File: src/rtl/wdk_pkg.sv
package wdk_pkg;

    typedef enum logic [1:0] {
        ST_OFF   = 2'd0,
        ST_RUN   = 2'd1,
        ST_ARMED = 2'd2,
        ST_FIRE  = 2'd3
    } wdk_state_e;

    localparam logic [2:0] CAUSE_POWER   = 3'd0;
    localparam logic [2:0] CAUSE_TIMEOUT = 3'd1;
    localparam logic [2:0] CAUSE_TICKLE  = 3'd2;
    localparam logic [2:0] CAUSE_SOFT    = 3'd3;
    localparam logic [2:0] CAUSE_USER    = 3'd4;

    localparam int OFS_SOFT   = 'h0;
    localparam int OFS_CFG    = 'h4;
    localparam int OFS_ARM    = 'h8;
    localparam int OFS_COMMIT = 'hC;

    localparam logic [31:0] KEY_ARM    = 32'hABCD_1234;
    localparam logic [31:0] KEY_COMMIT = 32'h4321_DCBA;

    localparam int CFG_EN_BIT = 31;

endpackage

File: src/rtl/wdk_cfg.sv
module wdk_cfg #(
    parameter int DATA_W  = 32,
    parameter int DELAY_W = 5,
    parameter int CNT_W   = (1 << DELAY_W) + 1
) (
    input  logic               clk,
    input  logic               por_n,
    input  logic               clr,
    input  logic               wr,
    input  logic [DATA_W-1:0]  wdata,
    output logic               en,
    output logic [DELAY_W-1:0] delay,
    output logic [CNT_W-1:0]   period
);
    import wdk_pkg::*;

    localparam logic [CNT_W-1:0] ONE = CNT_W'(1);

    always_ff @(posedge clk or negedge por_n) begin
        if (!por_n) begin
            en    <= 1'b0;
            delay <= '0;
        end else if (clr) begin
            en    <= 1'b0;
            delay <= '0;
        end else if (wr) begin
            en    <= wdata[CFG_EN_BIT];
            delay <= wdata[DELAY_W-1:0];
        end
    end

    always_comb begin
        period = ONE << (32'(delay) + 32'd1);
    end

endmodule

File: src/rtl/wdk_counter.sv
module wdk_counter #(
    parameter int CNT_W = 33
) (
    input  logic             clk,
    input  logic             por_n,
    input  logic             load,
    input  logic             run,
    input  logic             tick,
    input  logic [CNT_W-1:0] period,
    output logic             expire
);
    logic [CNT_W-1:0] cnt_q;

    always_ff @(posedge clk or negedge por_n) begin
        if (!por_n)
            cnt_q <= '0;
        else if (load)
            cnt_q <= period;
        else if (run && tick && cnt_q != '0)
            cnt_q <= cnt_q - CNT_W'(1);
    end

    always_comb begin
        expire = run && tick && (cnt_q == CNT_W'(1));
    end

    AST_STOPPED_HOLDS: assert property (@(posedge clk) disable iff (!por_n)
        (!run && !load) |=> $stable(cnt_q));

    AST_LOAD_FULL: assert property (@(posedge clk) disable iff (!por_n)
        load |=> (cnt_q == $past(period)));

endmodule

File: src/rtl/wdk_fsm.sv
module wdk_fsm #(
    parameter int PULSE_LEN = 16
) (
    input  logic       clk,
    input  logic       por_n,
    input  logic       user_rst_i,
    input  logic       wr_soft,
    input  logic       wr_k1,
    input  logic       wr_k2,
    input  logic       k1_ok,
    input  logic       k2_ok,
    input  logic       cfg_en,
    input  logic       expire,
    output logic       run,
    output logic       load,
    output logic       cfg_clr,
    output logic       rst_req,
    output logic       irq,
    output logic [2:0] cause
);
    import wdk_pkg::*;

    localparam int PC_W = (PULSE_LEN > 1) ? $clog2(PULSE_LEN) : 1;
    localparam logic [PC_W-1:0] PC_LAST = PC_W'(PULSE_LEN - 1);

    wdk_state_e      state_q, state_d;
    logic [2:0]      cause_q, cause_d;
    logic [PC_W-1:0] pc_q, pc_d;

    // state, cause and pulse-count registers
    always_ff @(posedge clk or negedge por_n) begin
        if (!por_n) begin
            state_q <= ST_OFF;
            cause_q <= CAUSE_POWER;
            pc_q    <= '0;
        end else begin
            state_q <= state_d;
            cause_q <= cause_d;
            pc_q    <= pc_d;
        end
    end

    // next-state logic
    always_comb begin
        state_d = state_q;
        cause_d = cause_q;
        load    = 1'b0;
        cfg_clr = 1'b0;
        pc_d    = (state_q == ST_FIRE) ? pc_q + PC_W'(1) : '0;
        if (user_rst_i) begin
            state_d = ST_OFF;
            cause_d = CAUSE_USER;
            cfg_clr = 1'b1;
        end else begin
            unique case (state_q)
                ST_OFF: begin
                    if (wr_soft) begin
                        state_d = ST_FIRE;
                        cause_d = CAUSE_SOFT;
                    end else if (cfg_en) begin
                        state_d = ST_RUN;
                        load    = 1'b1;
                    end
                end
                ST_RUN: begin
                    if (wr_soft) begin
                        state_d = ST_FIRE;
                        cause_d = CAUSE_SOFT;
                    end else if (wr_k2 || (wr_k1 && !k1_ok)) begin
                        state_d = ST_FIRE;
                        cause_d = CAUSE_TICKLE;
                    end else if (expire) begin
                        state_d = ST_FIRE;
                        cause_d = CAUSE_TIMEOUT;
                    end else if (wr_k1) begin
                        state_d = ST_ARMED;
                    end
                end
                ST_ARMED: begin
                    if (wr_soft) begin
                        state_d = ST_FIRE;
                        cause_d = CAUSE_SOFT;
                    end else if ((wr_k1 && !k1_ok) || (wr_k2 && !k2_ok)) begin
                        state_d = ST_FIRE;
                        cause_d = CAUSE_TICKLE;
                    end else if (expire) begin
                        state_d = ST_FIRE;
                        cause_d = CAUSE_TIMEOUT;
                    end else if (wr_k2) begin
                        load    = 1'b1;
                        state_d = cfg_en ? ST_RUN : ST_OFF;
                    end
                end
                ST_FIRE: begin
                    if (pc_q == PC_LAST) begin
                        state_d = ST_OFF;
                        cfg_clr = 1'b1;
                    end
                end
                default: state_d = ST_OFF;
            endcase
        end
    end

    // outputs
    always_comb begin
        run     = (state_q == ST_RUN) || (state_q == ST_ARMED);
        rst_req = (state_q == ST_FIRE);
        irq     = (state_q == ST_FIRE) && (cause_q == CAUSE_TIMEOUT);
        cause   = cause_q;
    end

    AST_CAUSE_LEGAL: assert property (@(posedge clk) disable iff (!por_n)
        cause_q <= CAUSE_USER);

    AST_PULSE_HELD: assert property (@(posedge clk) disable iff (!por_n)
        ($rose(rst_req) && !user_rst_i) |=> rst_req);

    AST_SOFT_FIRES: assert property (@(posedge clk) disable iff (!por_n)
        (wr_soft && !user_rst_i && !rst_req) |=> (rst_req && cause_q == CAUSE_SOFT));

    AST_USER_CAUSE: assert property (@(posedge clk) disable iff (!por_n)
        user_rst_i |=> (!rst_req && cause_q == CAUSE_USER));

endmodule

File: src/rtl/wdk_top.sv
module wdk_top #(
    parameter int ADDR_W    = 4,
    parameter int DATA_W    = 32,
    parameter int DELAY_W   = 5,
    parameter int PULSE_LEN = 16
) (
    input  logic              clk,
    input  logic              por_n,
    input  logic              user_rst_i,
    input  logic              tick_i,
    input  logic              bus_wr,
    input  logic [ADDR_W-1:0] bus_addr,
    input  logic [DATA_W-1:0] bus_wdata,
    output logic [DATA_W-1:0] bus_rdata,
    output logic              rst_req_o,
    output logic              irq_o
);
    import wdk_pkg::*;

    localparam int CNT_W = (1 << DELAY_W) + 1;

    logic               sel_soft, sel_cfg, sel_arm, sel_commit;
    logic               wr_soft, wr_cfg, wr_k1, wr_k2, k1_ok, k2_ok;
    logic               cfg_en, cfg_clr, run, load, expire;
    logic [DELAY_W-1:0] cfg_delay;
    logic [CNT_W-1:0]   period;
    logic [2:0]         cause;

    always_comb begin
        sel_soft   = (bus_addr == ADDR_W'(OFS_SOFT));
        sel_cfg    = (bus_addr == ADDR_W'(OFS_CFG));
        sel_arm    = (bus_addr == ADDR_W'(OFS_ARM));
        sel_commit = (bus_addr == ADDR_W'(OFS_COMMIT));
        wr_soft    = bus_wr && sel_soft;
        wr_cfg     = bus_wr && sel_cfg;
        wr_k1      = bus_wr && sel_arm;
        wr_k2      = bus_wr && sel_commit;
        k1_ok      = (bus_wdata == DATA_W'(KEY_ARM));
        k2_ok      = (bus_wdata == DATA_W'(KEY_COMMIT));
    end

    always_comb begin
        bus_rdata = '0;
        if (sel_cfg) begin
            bus_rdata[CFG_EN_BIT]    = cfg_en;
            bus_rdata[DELAY_W-1:0]   = cfg_delay;
        end else if (sel_arm) begin
            bus_rdata[2:0] = cause;
        end
    end

    wdk_cfg #(
        .DATA_W (DATA_W),
        .DELAY_W(DELAY_W),
        .CNT_W  (CNT_W)
    ) u_cfg (
        .clk   (clk),
        .por_n (por_n),
        .clr   (cfg_clr),
        .wr    (wr_cfg),
        .wdata (bus_wdata),
        .en    (cfg_en),
        .delay (cfg_delay),
        .period(period)
    );

    wdk_counter #(
        .CNT_W(CNT_W)
    ) u_counter (
        .clk   (clk),
        .por_n (por_n),
        .load  (load),
        .run   (run),
        .tick  (tick_i),
        .period(period),
        .expire(expire)
    );

    wdk_fsm #(
        .PULSE_LEN(PULSE_LEN)
    ) u_fsm (
        .clk       (clk),
        .por_n     (por_n),
        .user_rst_i(user_rst_i),
        .wr_soft   (wr_soft),
        .wr_k1     (wr_k1),
        .wr_k2     (wr_k2),
        .k1_ok     (k1_ok),
        .k2_ok     (k2_ok),
        .cfg_en    (cfg_en),
        .expire    (expire),
        .run       (run),
        .load      (load),
        .cfg_clr   (cfg_clr),
        .rst_req   (rst_req_o),
        .irq       (irq_o),
        .cause     (cause)
    );

    AST_EXPIRE_FIRES: assert property (@(posedge clk) disable iff (!por_n)
        (expire && !user_rst_i) |=> rst_req_o);

    AST_IRQ_IN_PULSE: assert property (@(posedge clk) disable iff (!por_n)
        irq_o |-> rst_req_o);

endmodule

File: config.mk
export PLATFORM = sky130hd
export DESIGN_NAME = wdk_top
export DESIGN_NICKNAME = d
export VERILOG_FILES = /design/src/rtl/wdk_pkg.sv /design/src/rtl/wdk_cfg.sv /design/src/rtl/wdk_counter.sv /design/src/rtl/wdk_fsm.sv /design/src/rtl/wdk_top.sv
export SDC_FILE = /design/constraint.sdc
export NUM_CORES = 1
export LEC_CHECK = 0
export ABC_CLOCK_PERIOD_IN_PS = 3900
export BUFFER_PORTS_ARGS = -buffer_cell sky130_fd_sc_hd__buf_4
export CORE_MARGIN = 2
export CORE_UTILIZATION = 30
export DETAILED_ROUTE_END_ITERATION = 16
export GPL_TIMING_DRIVEN = 0
export SLEW_MARGIN = 20
export SYNTH_ARGS = -nofsm -noshare
export SYNTH_HDL_FRONTEND = slang
export SYNTH_SLANG_ARGS = --single-unit
File: constraint.sdc
create_clock -name clk -period 3.9 [get_ports clk]
set_input_delay 0.195 -clock clk [delete_from_list [all_inputs] [get_ports clk]]
set_output_delay 0.195 -clock clk [all_outputs]
set_load 0.01 [all_outputs]
==> flow_summary.json <==
{
  "first_pass_iters": 4,
  "num_vias": 3157,
  "clockBufferDepth": 2,
  "r2r_slack_ps": 550,
  "whs_path_depth": 3,
  "dieArea_um2": 12800,
  "tns_ps": 0,
  "grt_use_total_pct": 14.5,
  "cts_buffers": 5,
  "antenna_found_initial": 0,
  "num_rows": 39,
  "wl_per_cell_um": 14.7,
  "drc": 0,
  "ys_ff_latch": 48,
  "critPathKind": "reg2reg",
  "max_freq_ghz": 0.299,
  "grt-ovfl-total": 0,
  "yosys_warnings": 0,
  "crit_fanout": 10,
  "initial_utilization_pct": 31.1,
  "synthAdderAreaFrac_pct": 2.79,
  "yosysUniqueCellTypes": 52,
  "die_w_um": 113,
  "status": "completed",
  "syn_inst": 406,
  "via_per_inst": 5.02,
  "dieHeight_um": 113,
  "fin_crit_ps": 3350,
  "cp.required_ps": 4110,
  "htree_levels": 2,
  "path_clk_slew_ps": 70,
  "io_pins": 75,
  "synth_area_um2": 3580,
  "dr.first_iter.drc_count": 139,
  "tightest_slew_ps": 864,
  "grt_pass1_wl_um": 15300,
  "power.density_nw_per_um2": 580,
  "crit_end": "u_counter.cnt_q[4]",
  "worstPathArrival_ps": 3560,
  "rsz0062_at_grt": "false",
  "r2r_start": "u_counter.cnt_q[10]",
  "final_max_slew_viol_count": 0,
  "synth_top_family_by_area": "simple AND/OR/NAND/NOR gates",
  "core_um2": 11500,
  "clock_sinks": 48,
  "antenna_cells": 0,
  "crit_start": "u_counter.cnt_q[10]",
  "wl_um": 9230,
  "final-hold-violation-count": 0,
  "synth-compound-area-share_pct": 9.75,
  "setup.worst_path.end_class": "register",
  "fin_util_pct": 38.0,
  "ant_nets": 0,
  "layoutNonFillerInstCount": 629,
  "synthSimpleGateAreaFrac_pct": 28.5,
  "synth_mux_area_share_pct": 8.17,
  "clk_root_buffer_cell": "clkbuf_16",
  "synthArstFlopShare_pct": 100,
  "cts_tree": "yes",
  "port_buffers": 46,
  "max-cap-violations": 0,
  "syn_to_final_growth_pct": 22.2,
  "dp.final_hpwl_um": 6800,
  "worst_r2r_path_depth": 9,
  "irDropWorstVdd_uv": 198,
  "period_share_pct": 85.9,
  "synth_flop_cell": "dfrtp_1",
  "grt_max_degree": 49,
  "r2r-end": "u_counter.cnt_q[4]",
  "min_path_type": "in2reg",
  "clock_latency_ps": 290,
  "place_inst": 620,
  "synth_xor_area_share_pct": 7.58,
  "syn_avg_cell_area_um2": 8.82,
  "finClkSkew_ps": 7.09,
  "finalSetupViolCount": 0,
  "synth_edf_count": 0,
  "yosysSeqAreaShare_pct": 33.5,
  "gp_routability_congestion": 0.822,
  "critical_path.startpoint_type": "register",
  "maxSlewHeadroom_pct": 41.7,
  "nets": 534,
  "grt_pass1_vias": 3158,
  "drive_above_1_share_pct": 19.5,
  "p_leak_nw": 2.08
}
-- per-layer routing --
layer	vias to the layer above	wire, um	track usage (%)
met5	-	0	0
met4	0	50	2.44
met3	5	662	3.32
met2	107	4370	24.6
met1	1479	4150	19.2
li1	1566	-	-
-- worst max-delay path: stages, from the launching register on --
cell,delay [ps]
dfrtp_1,400
or4_4,580
or4_4,520
buf_6,160
or4_1,590
buf_2,220
a31oi_4,200
buf_6,200
buf_8,170
mux2i_1,220
-- metrics by stage --
step / total power, mW / hold WS [ps] / area, um2 / worst slack, ps
floorplan: 1.72 / -101 / 3680 / 939
global placement: 2.00 / 255 / 4200 / 634
detailed placement: 2.03 / 261 / 4200 / 592
CTS: 2.54 / 166 / 4380 / 539
global route: 2.73 / 193 / 4380 / 359
finish: 2.54 / 165 / 4380 / 550
-- what timing repair did --
item,4_1_cts,5_1_grt
hold buffers,1,0
setup buffers,0,0
gates resized for setup,0,0
hold endpoints to repair,48,0
-- how the worst min path moves through the flow --
stage | from | to | slack (ps)
2_1_floorplan | por_n | u_cfg.delay[0] | -100
3_3_place_gp | por_n | u_counter.cnt_q[5] | 260
3_5_place_dp | por_n | u_counter.cnt_q[3] | 260
4_1_cts | bus_wdata[31] | u_cfg.en | 170
5_1_grt | bus_wdata[31] | u_cfg.en | 190
6_report | bus_wdata[31] | u_cfg.en | 160
-- placed cells by master (no fill, tap or decap), drive strengths merged, types with 2 or more instances in the layout --
cell type	count
nor4bb	5
nor4b	5
or3	7
and4b	2
or4	6
xnor2	2
nand4	13
dfrtp	48
buf	80
mux2i	27
inv	6
nor4	8
a21oi	18
xor2	29
clkbuf	21
o31ai	3
nand3	34
nor3	11
and2	12
nor2	22
a311oi	3
a31oi	7
nand4b	5
conb	26
a22o	4
o41ai	2
mux2	2
nand2	34
nor2b	10
or2	2
o21a	2
ha	8
o21ai	6
-- power by group --
group / total [mW] / switching [mW] / internal (mW)
clock network: 0.493 / 0.191 / 0.301
logic: 1.25 / 0.713 / 0.538
registers: 0.798 / 0.154 / 0.644
total: 2.54 / 1.06 / 1.48
-- logic make-up after synthesis --
group	Yosys count
compound gates	51
xor+xnor	31
fa+ha+maj	8
buf+inv	56
flops	48
mux	29
other cells	1
simple gates	182
-- sequential cells by signal (all words and copies together), names as in the netlist --
signal,cells
u_counter.cnt_q,33
u_cfg.delay,5
u_fsm.pc_q,4
u_fsm.cause,3
u_fsm.state_q,2
u_cfg.en,1
-- Yosys cell counts (all sizes together) (8+ instances only) --
cell type | instances | area share [%]
mux2i | 27 | 7.5
dfrtp | 48 | 34
nor3 | 11 | 1.5
nor4 | 8 | 1.4
nand3 | 34 | 4.8
nand4 | 13 | 2.3
clkbuf | 16 | 1.7
buf | 34 | 7.2
nor2 | 22 | 2.3
and2 | 12 | 2.1
xor2 | 29 | 7.1
nor2b | 10 | 1.7
a21oi | 18 | 2.5
nand2 | 34 | 3.6
ha | 8 | 2.8
-- area by class of cell --
type / instances / area [um2]
Buffer: 50 / 319
Clock buffer: 5 / 125
Clock inverter: 3 / 42.5
Fill cell: 1187 / 7140
Inverter: 6 / 22.5
Multi-Input combinational cell: 327 / 2130
Sequential cell: 48 / 1200
Tap cell: 143 / 179
Timing Repair Buffer: 47 / 355
(Power assumes the default switching activity.)
